==> src/rtl/rro_pkg.sv <==
package rro_pkg;

    typedef enum logic {
        PH_FIRST  = 1'b0,
        PH_SECOND = 1'b1
    } rro_phase_e;

    typedef enum logic [1:0] {
        LANES_NONE  = 2'b00,
        LANES_UPPER = 2'b10,
        LANES_ALL   = 2'b11
    } rro_lanes_e;

endpackage

==> src/rtl/rro_sync.sv <==
module rro_sync #(
    parameter int               WIDTH     = 2,
    parameter int               STAGES    = 2,
    parameter logic [WIDTH-1:0] RESET_VAL = '1
) (
    input  logic             clk,
    input  logic             rst_n,
    input  logic [WIDTH-1:0] d_i,
    output logic [WIDTH-1:0] q_o
);

    logic [STAGES-1:0][WIDTH-1:0] chain_d, chain_q;

    always_comb begin
        chain_d = {chain_q[STAGES-2:0], d_i};
    end

    always_ff @(posedge clk or negedge rst_n) begin
        if (!rst_n) begin
            chain_q <= {STAGES{RESET_VAL}};
        end else begin
            chain_q <= chain_d;
        end
    end

    assign q_o = chain_q[STAGES-1];

endmodule

==> src/rtl/rro_result_bank.sv <==
module rro_result_bank #(
    parameter int DATA_W = 16,
    parameter int NUM_CH = 6,
    parameter int PTR_W  = 3
) (
    input  logic                     clk,
    input  logic                     rst_n,
    input  logic                     load_i,
    input  logic [NUM_CH*DATA_W-1:0] load_data_i,
    input  logic [PTR_W-1:0]         sel_i,
    output logic [DATA_W-1:0]        word_o
);

    logic [NUM_CH-1:0][DATA_W-1:0] bank_d, bank_q;

    always_comb begin
        bank_d = bank_q;
        if (load_i) begin
            bank_d = load_data_i;
        end
    end

    always_ff @(posedge clk or negedge rst_n) begin
        if (!rst_n) begin
            bank_q <= '0;
        end else begin
            bank_q <= bank_d;
        end
    end

    always_comb begin
        word_o = '0;
        for (int i = 0; i < NUM_CH; i++) begin
            if (sel_i == PTR_W'(i)) begin
                word_o = bank_q[i];
            end
        end
    end

endmodule

==> src/rtl/rro_read_ctrl.sv <==
module rro_read_ctrl
    import rro_pkg::*;
#(
    parameter int NUM_CH = 6,
    parameter int PTR_W  = 3
) (
    input  logic             clk,
    input  logic             rst_n,
    input  logic             cs_s_i,
    input  logic             rd_s_i,
    input  logic             byte_mode_i,
    input  logic             load_i,
    output logic [PTR_W-1:0] ptr_o,
    output rro_phase_e       phase_o,
    output logic             drive_o,
    output logic             done_o
);

    localparam logic [PTR_W-1:0] LAST_CH = PTR_W'(NUM_CH - 1);

    typedef struct packed {
        logic [PTR_W-1:0] ptr;
        rro_phase_e       phase;
        logic             rd_p;
        logic             en_p;
        logic             done;
    } ctrl_state_t;

    ctrl_state_t state_d, state_q;
    logic        drive;
    logic        complete;

    always_comb begin
        drive    = !cs_s_i && !rd_s_i;
        complete = rd_s_i && !state_q.rd_p && state_q.en_p;

        state_d      = state_q;
        state_d.rd_p = rd_s_i;
        state_d.en_p = drive;
        state_d.done = 1'b0;

        if (load_i) begin
            state_d.ptr   = '0;
            state_d.phase = PH_FIRST;
        end else if (complete) begin
            if (byte_mode_i && state_q.phase == PH_FIRST) begin
                state_d.phase = PH_SECOND;
            end else begin
                state_d.phase = PH_FIRST;
                if (state_q.ptr == LAST_CH) begin
                    state_d.ptr  = '0;
                    state_d.done = 1'b1;
                end else begin
                    state_d.ptr = state_q.ptr + 1'b1;
                end
            end
        end
    end

    always_ff @(posedge clk or negedge rst_n) begin
        if (!rst_n) begin
            state_q <= '{ptr: '0, phase: PH_FIRST, rd_p: 1'b1, en_p: 1'b0, done: 1'b0};
        end else begin
            state_q <= state_d;
        end
    end

    assign ptr_o   = state_q.ptr;
    assign phase_o = state_q.phase;
    assign drive_o = drive;
    assign done_o  = state_q.done;

endmodule

==> src/rtl/rro_lane_mux.sv <==
module rro_lane_mux
    import rro_pkg::*;
#(
    parameter int DATA_W = 16
) (
    input  logic              drive_i,
    input  logic              byte_mode_i,
    input  logic              lo_first_i,
    input  rro_phase_e        phase_i,
    input  logic [DATA_W-1:0] word_i,
    output logic [DATA_W-1:0] db_o,
    output logic [1:0]        db_oe_o
);

    localparam int HALF_W = DATA_W / 2;

    logic take_low;

    always_comb begin
        take_low = lo_first_i ^ (phase_i == PH_SECOND);
        db_o     = '0;
        db_oe_o  = LANES_NONE;
        if (drive_i) begin
            if (byte_mode_i) begin
                db_oe_o = LANES_UPPER;
                db_o[DATA_W-1:HALF_W] = take_low ? word_i[HALF_W-1:0]
                                                 : word_i[DATA_W-1:HALF_W];
            end else begin
                db_oe_o = LANES_ALL;
                db_o    = word_i;
            end
        end
    end

endmodule

==> src/rtl/rro_readout_top.sv <==
module rro_readout_top
    import rro_pkg::*;
#(
    parameter int DATA_W      = 16,
    parameter int NUM_CH      = 6,
    parameter int SYNC_STAGES = 2
) (
    input  logic                     clk,
    input  logic                     rst_n,
    input  logic                     cs_n_i,
    input  logic                     rd_n_i,
    input  logic                     byte_mode_i,
    input  logic                     lo_first_i,
    input  logic                     load_i,
    input  logic [NUM_CH*DATA_W-1:0] load_data_i,
    output logic [DATA_W-1:0]        db_o,
    output logic [1:0]               db_oe_o,
    output logic                     read_done_o
);

    localparam int PTR_W = (NUM_CH > 1) ? $clog2(NUM_CH) : 1;

    logic [1:0]        strobe_s;
    logic [PTR_W-1:0]  ptr;
    rro_phase_e        phase;
    logic              drive;
    logic [DATA_W-1:0] cur_word;

    rro_sync #(
        .WIDTH    (2),
        .STAGES   (SYNC_STAGES),
        .RESET_VAL(2'b11)
    ) u_sync (
        .clk  (clk),
        .rst_n(rst_n),
        .d_i  ({cs_n_i, rd_n_i}),
        .q_o  (strobe_s)
    );

    rro_read_ctrl #(
        .NUM_CH(NUM_CH),
        .PTR_W (PTR_W)
    ) u_ctrl (
        .clk        (clk),
        .rst_n      (rst_n),
        .cs_s_i     (strobe_s[1]),
        .rd_s_i     (strobe_s[0]),
        .byte_mode_i(byte_mode_i),
        .load_i     (load_i),
        .ptr_o      (ptr),
        .phase_o    (phase),
        .drive_o    (drive),
        .done_o     (read_done_o)
    );

    rro_result_bank #(
        .DATA_W(DATA_W),
        .NUM_CH(NUM_CH),
        .PTR_W (PTR_W)
    ) u_bank (
        .clk        (clk),
        .rst_n      (rst_n),
        .load_i     (load_i),
        .load_data_i(load_data_i),
        .sel_i      (ptr),
        .word_o     (cur_word)
    );

    rro_lane_mux #(
        .DATA_W(DATA_W)
    ) u_mux (
        .drive_i    (drive),
        .byte_mode_i(byte_mode_i),
        .lo_first_i (lo_first_i),
        .phase_i    (phase),
        .word_i     (cur_word),
        .db_o       (db_o),
        .db_oe_o    (db_oe_o)
    );

endmodule

==> config.mk <==
export PLATFORM = sky130hd
export DESIGN_NAME = rro_readout_top
export DESIGN_NICKNAME = d
export VERILOG_FILES = /design/src/rtl/rro_pkg.sv /design/src/rtl/rro_sync.sv /design/src/rtl/rro_result_bank.sv /design/src/rtl/rro_read_ctrl.sv /design/src/rtl/rro_lane_mux.sv /design/src/rtl/rro_readout_top.sv
export SDC_FILE = /design/constraint.sdc
export NUM_CORES = 1
export LEC_CHECK = 0
export BUFFER_PORTS_ARGS = -buffer_cell sky130_fd_sc_hd__buf_2
export CAP_MARGIN = 40
export CORE_MARGIN = 2
export CORE_UTILIZATION = 48
export DETAILED_ROUTE_END_ITERATION = 10
export GPL_TIMING_DRIVEN = 0
export PLACE_DENSITY = 0.75
export SLEW_MARGIN = 20
export SYNTH_ARGS = -nofsm -noshare
export SYNTH_HDL_FRONTEND = slang
export SYNTH_SLANG_ARGS = --single-unit
export TNS_END_PERCENT = 50
==> constraint.sdc <==
create_clock -name clk -period 2.4 [get_ports clk]
set_clock_uncertainty 0.05 [all_clocks]
set_input_delay 0.48 -clock clk [delete_from_list [all_inputs] [get_ports clk]]
set_output_delay 0.48 -clock clk [all_outputs]
set_load 0.01 [all_outputs]
==> reports/metrics.yaml <==
status:
  status: "finished, violations left"
  violations: "negative setup slack"
floorplan:
  chipHeight_um: 106.6
  fp-row-count: 37
  die-area_um2: 11360
  coreArea_um2: 10280
  initial_core_util: 0.4915
  die_x_um: 106.6
  io_pins: 122
critical_path:
  slowest_stage: "dfrtp_1"
  setup.worst_path.class: "register to output port"
  worstPathArrival_ns: 2.46
  rrSetupSlack_ns: 0.73
  worst_setup_path_start_kind: "register"
  cp-end-kind: "output port"
  path_cells: "buf_12 > buf_8 > and2_4 > ha_4 > or2_1 > clkbuf_8 > buf_4 > o211ai_1 > a21oi_2 > o32ai_2 > buf_2"
  crit_path_max_fanout: 6
  r2r_cells: 6
  critPathRequiredTime_ns: 1.87
  cp_slowest_stage_delay_ns: 0.43
timing:
  tightest_slew_ns: 0.5957
  fmax_mhz: 334.5
  tns_ns: -7.413
  hold_viol: 0
  drv_slew: 0
  fin_ws_ns: -0.5896
  min_period_over_period: 1.246
  rsz0062_at_grt: "yes"
  setup_violations: 16
  timing.slew.headroom: 0.6029
  fin_crit_ns: 2.990
finish:
  layout_commonest_cell: "buf_2"
  mostFrequentLayoutCells: "134 x buf_2, 102 x dfrtp_1, 98 x mux2_2, 22 x mux2i_1, 16 x nor2_1"
  area_growth_pct: 24.75
  drive_gt1_frac: 0.5441
  antennaDiodeCount: 0
  stdcell_area_um2: 6301
  final_cells: 680
  fin_nets: 643
yosys:
  synth_cell_type_count: 34
  yosys_warnings: 0
  synth_adder_area_share: 0.002477
  synth-xor-area-share: 0.003468
  synth_top_area_frac: 0.5053
  synth.area.top_cells: "dfrtp_1 51%, mux2_2 22%, mux2i_1 4.4%, dfstp_2 2.6%, o211ai_1 1.9%"
  seq_area_frac_synth: 0.5313
  syn-mean-instance-area_um2: 12.56
  mappedNetlistArea_um2: 5051
  postSynthCellCount: 402
  synth_fp_nets: 506
  synth_top_area_cell: "dfrtp_1"
  synthMuxAreaShare: 0.2621
  synth_top_family_by_area: "multiplexers"
  synth-seq-cells: 107
  synth_compound_area_frac: 0.08323
  yosys.area_share.simple: 0.07530
flow_run:
  cap_violations: 0
clock_tree:
  cts-root-buf: "clkbuf_8"
  cts_tree: "built"
  insertion_delay_ns: 0.37
  clkSlewWorstSetupHoldPaths_ns: 0.10
  cts_sinks: 107
  clockBufferDepth: 2
  cts_buffers: 9
  htree_levels: 3
global_route:
  gr-total-overflow: 0
  grt_pass1_vias: 3960
  grt_antenna_before_repair: 0
  grt_max_degree: 65
  grt_pass1_wl_mm: 20.62
  grtUsageTotal: 0.2434
detailed_routing:
  dr_total_vias: 3785
  drt-total-wl_mm: 13.20
  drtAntennaViolNets: 0
  drcViolationCount: 0
  wl_per_cell_um: 19.41
  dr.pass1.iters: 4
  via_per_inst: 5.566
  drt_iter0_drc: 184
placement:
  placed_area_um2: 5937
  place_congestion: 0.8637
  hpwl_mm: 9.704
  dp.cells: 659
  port_buffers: 120
  place_ws_ns: -0.3914
pwr:
  power_leakage_uw: 0.002796
  irDropWorstVdd_v: 0.0003929
  p_per_area_nw_per_um2: 619.4
min_path:
  holdPathStages: 1
  hp-class: "primary input to register"
[synthesized netlist by cell type]
master     count
buf_4          5
clkbuf_1       4
a31oi_1        1
dfrtp_1      102
nor3_1         5
nand2b_1       3
o32ai_1        8
xor2_1         1
o221a_2        1
nand4bb_1      1
nor2b_1       10
o221ai_1       6
nand2_1       15
nor3b_4        1
nand3_1        4
buf_2         17
and2_1         5
a211oi_1       5
xnor2_1        1
nand3b_1       6
ha_1           1
buf_6          4
or3_1          1
or2_0          2
o211ai_1      13
a21oi_1       19
inv_1          7
nor2_1        17
o21ai_0       10
and3b_1        1
mux2_2        98
buf_1          1
mux2i_1       22
dfstp_2        5
[state kept, by name, indices dropped and copies added (netlist names)]
register        flops
u_bank.bank_q      96
u_ctrl.ptr_o        3
u_ctrl.phase_o      1
u_ctrl.state_q      2
u_sync.chain_d      2
u_sync.q_o          2
u_ctrl.done_o       1
[worst max-delay path: cells and delay by family (launching register included)]
| family | cells | cell delay [ns] |
|---|---|---|
| adders and majority gates | 1 | 0.15 |
| AOI/OAI and AO/OA | 3 | 0.43 |
| buffers and inverters | 5 | 0.74 |
| and+or+nand+nor | 2 | 0.34 |
| DFF | 1 | 0.43 |
[cell type report]
cell class                      instances  area [µm²]
Tap cell                              136       170.2
Fill cell                             879        3976
Clock buffer                           10       137.6
Inverter                                7       26.28
Clock inverter                          6       95.09
Buffer                                 30       231.5
Timing Repair Buffer                  127       681.9
Multi-Input combinational cell        257        2275
Sequential cell                       107        2684
[per-layer routing]
layer	share of wire	global-route usage
met2	0.48	0.3885
met1	0.42	0.3289
met5	0	0
met3	0.072	0.04742
met4	0.025	0.09647
[path summary, 6_finish.rpt]
| check | start | endpoint |
|---|---|---|
| min in group asynchronous | rst_n | u_bank.bank_q[51] |
| hold / removal | rd_n_i | u_sync.chain_d[2] |
| setup reg to reg | u_ctrl.ptr_o[0] | u_ctrl.ptr_o[1] |
| max in group asynchronous | rst_n | u_bank.bank_q[49] |
| setup / recovery | u_ctrl.ptr_o[0] | db_o[14] |
| hold reg to reg | u_sync.chain_d[2] | u_sync.q_o[0] |
[cells by family after synthesis]
| logic type | after synthesis |
|---|---|
| mux | 120 |
| flops | 107 |
| simple gates | 71 |
| compound gates | 63 |
| buf+inv | 38 |
| xor+xnor | 2 |
| fa+ha+maj | 1 |
[report_power, final]
group / internal [µW] / total (µW) / switching [µW] / leakage (µW)
Combinational: 305 / 574 / 269 / 0.00142
Clock: 628 / 1260 / 635 / 0.000117
Sequential: 1970 / 2070 / 94.3 / 0.00126
Total: 2910 / 3900 / 998 / 0.00280
[through the flow]
stage            util  power (µW)  hold WS, ns
3_3_place_gp   0.5744        2626       0.2998
5_1_grt        0.6131        4074       0.1383
4_1_cts        0.6121        3931       0.1423
2_1_floorplan       -        2404       0.1344
3_5_place_dp   0.5777        2658       0.3010
6_report       0.6131        3903       0.1558
[what timing repair did]
| item | CTS | global route |
|---|---|---|
| hold endpoints to repair | 38 | 0 |
| resized for setup | 24 | 3 |
| setup buffers | 3 | 2 |
| setup endpoints to repair | 16 | 16 |
| hold buffers | 1 | 0 |
| pin swaps | 17 | 8 |
Power figures use the tool's default switching activity.
